### src/rtl/pgpc_pkg.sv
// Package: shared widths and the next-source encoding for the paged PC unit.
// Assumes: PAGE_W >= PC_W - LO_W so the page register can fill the high part.
package pgpc_pkg;
    localparam int PC_W   = 13;
    localparam int LO_W   = 8;
    localparam int JMP_W  = 11;
    localparam int PAGE_W = 5;
    localparam int REG_W  = 8;

    // Which source feeds the counter at the next edge, listed by priority.
    typedef enum logic [2:0] {
        SRC_RST  = 3'd0,
        SRC_RET  = 3'd1,
        SRC_JMP  = 3'd2,
        SRC_LOW  = 3'd3,
        SRC_INC  = 3'd4,
        SRC_HOLD = 3'd5
    } pc_src_e;
endpackage

### src/rtl/pgpc_page_latch.sv
// Module: page register holding the upper address bits that software preloads.
// Assumes: only the dedicated write port changes it; a same-edge reader sees the old value.
module pgpc_page_latch #(
    parameter int PAGE_W = pgpc_pkg::PAGE_W,
    parameter int REG_W  = pgpc_pkg::REG_W
) (
    input  logic              clk,
    input  logic              rst_n,
    input  logic              wr_en,
    input  logic [REG_W-1:0]  wdata,
    output logic [PAGE_W-1:0] page_q,
    output logic [REG_W-1:0]  rd_data
);
    localparam int PAD_W = REG_W - PAGE_W;

    // Hold the page bits; clear on reset, load the low field on a write.
    always_ff @(posedge clk) begin
        if (!rst_n) begin
            page_q <= '0;
        end else if (wr_en) begin
            page_q <= wdata[PAGE_W-1:0];
        end
    end

    // Readback zero-extends the stored field to register width.
    generate
        if (PAD_W > 0) begin : g_pad
            assign rd_data = {{PAD_W{1'b0}}, page_q};
        end else begin : g_nopad
            assign rd_data = page_q[REG_W-1:0];
        end
    endgenerate
endmodule

### src/rtl/pgpc_next_sel.sv
// Module: combinational next-PC selector with fixed source priority.
// Assumes: page value is the registered one; low-byte arithmetic stays in LO_W bits.
module pgpc_next_sel
    import pgpc_pkg::*;
#(
    parameter int PC_W   = pgpc_pkg::PC_W,
    parameter int LO_W   = pgpc_pkg::LO_W,
    parameter int JMP_W  = pgpc_pkg::JMP_W,
    parameter int PAGE_W = pgpc_pkg::PAGE_W
) (
    input  logic              rst_n,
    input  logic              step_en,
    input  logic              lo_wr,
    input  logic              lo_add,
    input  logic [LO_W-1:0]   lo_wdata,
    input  logic              jmp_en,
    input  logic [JMP_W-1:0]  jmp_target,
    input  logic              ret_en,
    input  logic [PC_W-1:0]   ret_addr,
    input  logic [PC_W-1:0]   pc_cur,
    input  logic [PAGE_W-1:0] page,
    output pc_src_e           src,
    output logic [PC_W-1:0]   pc_next
);
    localparam int HI_W   = PC_W - LO_W;
    localparam int JSEL_W = PC_W - JMP_W;

    logic [LO_W-1:0] lo_sum;
    logic [LO_W-1:0] lo_val;
    logic [PC_W-1:0] jmp_val;
    logic [PC_W-1:0] low_val;
    logic [PC_W-1:0] inc_val;

    // Pick the winning source in priority order.
    always_comb begin
        if (!rst_n)       src = SRC_RST;
        else if (ret_en)  src = SRC_RET;
        else if (jmp_en)  src = SRC_JMP;
        else if (lo_wr)   src = SRC_LOW;
        else if (step_en) src = SRC_INC;
        else              src = SRC_HOLD;
    end

    // Form the candidate addresses for each source.
    always_comb begin
        lo_sum  = pc_cur[LO_W-1:0] + lo_wdata;
        lo_val  = lo_add ? lo_sum : lo_wdata;
        low_val = {page[HI_W-1:0], lo_val};
        jmp_val = {page[PAGE_W-1 -: JSEL_W], jmp_target};
        inc_val = pc_cur + {{(PC_W-1){1'b0}}, 1'b1};
    end

    // Steer the selected candidate to the output.
    always_comb begin
        unique case (src)
            SRC_RST:  pc_next = '0;
            SRC_RET:  pc_next = ret_addr;
            SRC_JMP:  pc_next = jmp_val;
            SRC_LOW:  pc_next = low_val;
            SRC_INC:  pc_next = inc_val;
            default:  pc_next = pc_cur;
        endcase
    end
endmodule

### src/rtl/pgpc_pc_reg.sv
// Module: the program counter register and its low-byte readback.
// Assumes: the selector already resolved reset into pc_next.
module pgpc_pc_reg #(
    parameter int PC_W = pgpc_pkg::PC_W,
    parameter int LO_W = pgpc_pkg::LO_W
) (
    input  logic            clk,
    input  logic [PC_W-1:0] pc_next,
    output logic [PC_W-1:0] pc_q,
    output logic [LO_W-1:0] lo_rd
);
    // Capture the chosen next address every edge.
    always_ff @(posedge clk) begin
        pc_q <= pc_next;
    end

    assign lo_rd = pc_q[LO_W-1:0];
endmodule

### src/rtl/pgpc_unit.sv
// Module: paged program counter top; joins page register, selector and PC register.
// Assumes: strobes are single-cycle qualified by the core; reset is synchronous active low.
module pgpc_unit
    import pgpc_pkg::*;
#(
    parameter int PC_W   = pgpc_pkg::PC_W,
    parameter int LO_W   = pgpc_pkg::LO_W,
    parameter int JMP_W  = pgpc_pkg::JMP_W,
    parameter int PAGE_W = pgpc_pkg::PAGE_W,
    parameter int REG_W  = pgpc_pkg::REG_W
) (
    input  logic             clk,
    input  logic             rst_n,
    input  logic             step_en,
    input  logic             lo_wr,
    input  logic             lo_add,
    input  logic [LO_W-1:0]  lo_wdata,
    input  logic             jmp_en,
    input  logic [JMP_W-1:0] jmp_target,
    input  logic             page_wr,
    input  logic [REG_W-1:0] page_wdata,
    input  logic             ret_en,
    input  logic [PC_W-1:0]  ret_addr,
    output logic [PC_W-1:0]  pc_q,
    output logic [LO_W-1:0]  pcl_rd,
    output logic [REG_W-1:0] page_rd
);
    logic [PAGE_W-1:0] page_q;
    logic [PC_W-1:0]   pc_next;
    pc_src_e           src;

    pgpc_page_latch #(.PAGE_W(PAGE_W), .REG_W(REG_W)) u_page (
        .clk     (clk),
        .rst_n   (rst_n),
        .wr_en   (page_wr),
        .wdata   (page_wdata),
        .page_q  (page_q),
        .rd_data (page_rd)
    );

    pgpc_next_sel #(.PC_W(PC_W), .LO_W(LO_W), .JMP_W(JMP_W), .PAGE_W(PAGE_W)) u_sel (
        .rst_n      (rst_n),
        .step_en    (step_en),
        .lo_wr      (lo_wr),
        .lo_add     (lo_add),
        .lo_wdata   (lo_wdata),
        .jmp_en     (jmp_en),
        .jmp_target (jmp_target),
        .ret_en     (ret_en),
        .ret_addr   (ret_addr),
        .pc_cur     (pc_q),
        .page       (page_q),
        .src        (src),
        .pc_next    (pc_next)
    );

    pgpc_pc_reg #(.PC_W(PC_W), .LO_W(LO_W)) u_pc (
        .clk     (clk),
        .pc_next (pc_next),
        .pc_q    (pc_q),
        .lo_rd   (pcl_rd)
    );
endmodule

### config.mk
export PLATFORM = sky130hd
export DESIGN_NAME = pgpc_unit
export DESIGN_NICKNAME = d
export VERILOG_FILES = /design/src/rtl/pgpc_pkg.sv /design/src/rtl/pgpc_page_latch.sv /design/src/rtl/pgpc_next_sel.sv /design/src/rtl/pgpc_pc_reg.sv /design/src/rtl/pgpc_unit.sv
export SDC_FILE = /design/constraint.sdc
export NUM_CORES = 1
export LEC_CHECK = 0
export BUFFER_PORTS_ARGS = -buffer_cell sky130_fd_sc_hd__buf_2
export CAP_MARGIN = 0
export CORE_MARGIN = 5
export CORE_UTILIZATION = 47
export DETAILED_ROUTE_END_ITERATION = 16
export PLACE_DENSITY_LB_ADDON = 0.08
export SYNTH_ARGS = -nofsm -noshare
export SYNTH_HDL_FRONTEND = slang
export SYNTH_SLANG_ARGS = --single-unit
### constraint.sdc
create_clock -name clk -period 2.4 [get_ports clk]
set_input_delay 0.12 -clock clk [delete_from_list [all_inputs] [get_ports clk]]
set_output_delay 0.12 -clock clk [all_outputs]
set_load 0.02 [all_outputs]
==> reports/qor.yml <==
setup_viol: 0
drcViolationCount: 0
syn_area_per_cell_um2: 9.29
yosys.area.top_type: "edfxtp_1"
clock.fmax_mhz: 465
synth_area_um2: 1610
cp_data_arrival_time_ns: 2.21
drt_iter0_drc: 142
dieArea_um2: 4690
io_pins: 77
wire_per_inst_um: 15.3
clk_path_buf_depth: 2
grt_setup_unrepaired: "no"
h-tree-depth: 1
die_width_um: 68.5
synth_edf_count: 13
seq_area_frac_synth_pct: 30.5
synth_ff_type: "edfxtp_1"
post-dp-hpwl_um: 3390
final_cells: 277
core_region_area_um2: 3310
cp_cell_sequence: "ha_1 > inv_1 > fa_1 > inv_1 > a21o_1 > a21oi_1 > o21ba_2 > xor2_1 > o21ai_1"
synth-seq-cells: 18
grt_first_pass_wirelength_um: 6440
slew_viol_final: 0
cts_inserted_buffers: 3
grt_max_degree: 14
grt_pass1_vias: 1397
final_common_cell: "buf_2"
grt_overflow_total: 0
async_reset_ff_share_pct: 0
num_antenna_cells: 0
cp.required_ns: 2.45
fp-row-count: 21
postCtsSetupRepairBufs: 0
most-common-layout-cells: "buf_2 (70), nand2_1 (22), edfxtp_1 (13)"
globalplace.congestion: 0.825
status: "completed"
setup_tns_ns: 0
vias: 1495
drt_pre_antenna_iters: 5
min_path_type: "input port to flip-flop"
clkSinkCount: 18
ir_worst_vdd_uv: 320
vias_per_cell: 5.40
synth_top_area_share_pct: 24.3
drv_cap: 0
fp.dieH_um: 68.5
yosysWarnings: 0
clk_pin_slew_ns: 0.11
finalHoldViolCount: 0
cellPowerDensity_nw_per_um2: 465
drtAntennaViolNets: 0
placed_cells: 273
cts_tree: "built"
cp_max_fo: 6
grt_usage_pct: 18.2
antenna_found_initial: 0
dpl_cell_area_um2: 1910
area_growth_syn_to_layout_pct: 21.1
final_cell_area_um2: 1950
drive_above_1_share_pct: 37.2
port-buffer-count: 70
yosys-top-cells-area: "edfxtp_1 (24%), mux2i_1 (6.9%), xnor2_1 (6.5%)"
worstHoldStart: "page_wdata[3]"
crit_buf_inv: 2
critPathSlowestCell: "edfxtp_1"
worst_slack_ns: 0.249
postCtsHoldBufs: 0
p_leak_nw: 0.918
critPathTopFamily: "adder cells"
clockRootBuffer: "clkbuf_4"
crit_top_cell: "inv_1"
setup.worst_path.class: "flip-flop to flip-flop"
place_ws_ns: 0.294
fin_nets: 289
synthDistinctLibCells: 42
start_util_pct: 48.5
crit_path_end_kind: "flip-flop"
cts_resized: 0
post-route-period-util_pct: 89.6
clk_latency_ns: 0.30
reg2reg_from: "u_pc.pc_q[0]$_DFFE_PP_"
worst_slew_pin_slew_ns: 0.665
wl_um: 4240
cp-start-kind: "flip-flop"
netlist_instances: 173
clock_skew_ns: 0.00707
crit_path_start: "u_pc.pc_q[0]$_DFFE_PP_"
min_period_ns: 2.15
slew-limit-headroom_pct: 55.7
cpPeakStageDelay_ns: 0.46
==> synth_stat cells (3+ instances only) <==
library cell and n:
xnor2_1 12, a222oi_1 9, and2_1 4, buf_4 11, nor2b_1 5, nand2_1 22
clkbuf_1 5, o21ai_1 12, xor2_1 5, a21oi_1 3, buf_2 3, nand3_1 3
mux2i_1 11, edfxtp_1 13, o21ai_0 8, a21o_1 3, inv_1 4, dfxtp_1 5
ha_1 8
==> worst paths after layout <==
| check | endpoint | slack [ns] | cells after the start |
|---|---|---|---|
| worst max register to register | u_pc.pc_q[6]$_DFFE_PP_ | 0.25 | 9 |
| worst min-delay path | u_page.page_q[3]$_SDFFE_PN0P_ | 0.07 | 3 |
| worst max-delay path | u_pc.pc_q[6]$_DFFE_PP_ | 0.25 | 9 |
| worst min register to register | u_page.page_q[3]$_SDFFE_PN0P_ | 0.54 | 2 |
==> cell type report <==
type,count,area (um^2)
clock buffer,4,36.3
fill,325,1370
inverter,4,15.0
multi-input combinational,133,981
sequential,18,490
tap,46,57.6
timing repair buffer,72,365
==> sequential cells by signal, indices dropped and copies added (netlist names) <==
signal         flops
u_pc.pc_q         13
u_page.page_q      5
==> power by group <==
group | total (mW) | switching [mW] | internal [mW]
Sequential | 0.389 | 0.0292 | 0.360
Combinational | 0.321 | 0.179 | 0.141
Clock | 0.194 | 0.102 | 0.0926
==> metrics by stage <==
step | util [%] | hold slack (ns) | power [mW]
after floorplan | - | 0.290 | 0.623
after global placement | 57.7 | 0.380 | 0.708
after detailed placement | 57.7 | 0.384 | 0.716
after CTS | 58.8 | 0.0643 | 0.906
after global routing | 58.8 | 0.0584 | 0.960
final | 58.8 | 0.0681 | 0.904
==> cells by family (layout without fill, tap and decap cells) <==
group	count (synthesis)	after routing	synth area share, %
AND/OR/NAND/NOR	51	51	18.4
AO/OA/AOI/OAI	41	41	17.7
buffers and inverters	24	80	8.88
flip-flops	18	18	30.5
XOR/XNOR	17	17	9.27
multiplexers	12	12	7.55
adder cells (fa/ha/maj)	9	9	7.48
other	1	3	0.233
==> layer usage <==
layer / GRT usage (%) / routed length [um]
met2: 28.6 / 2070
met4: 1.49 / 8
met1: 26.4 / 1810
met5: 0 / 0
met3: 4.11 / 352
==> worst min-delay path, delay by kind of cell <==
family                 cells  cell delay (ns)
multiplexers               1             0.05
buffers and inverters      1             0.07
AND/OR/NAND/NOR            1             0.09
Note: power is estimated with default switching activity, not from simulation.
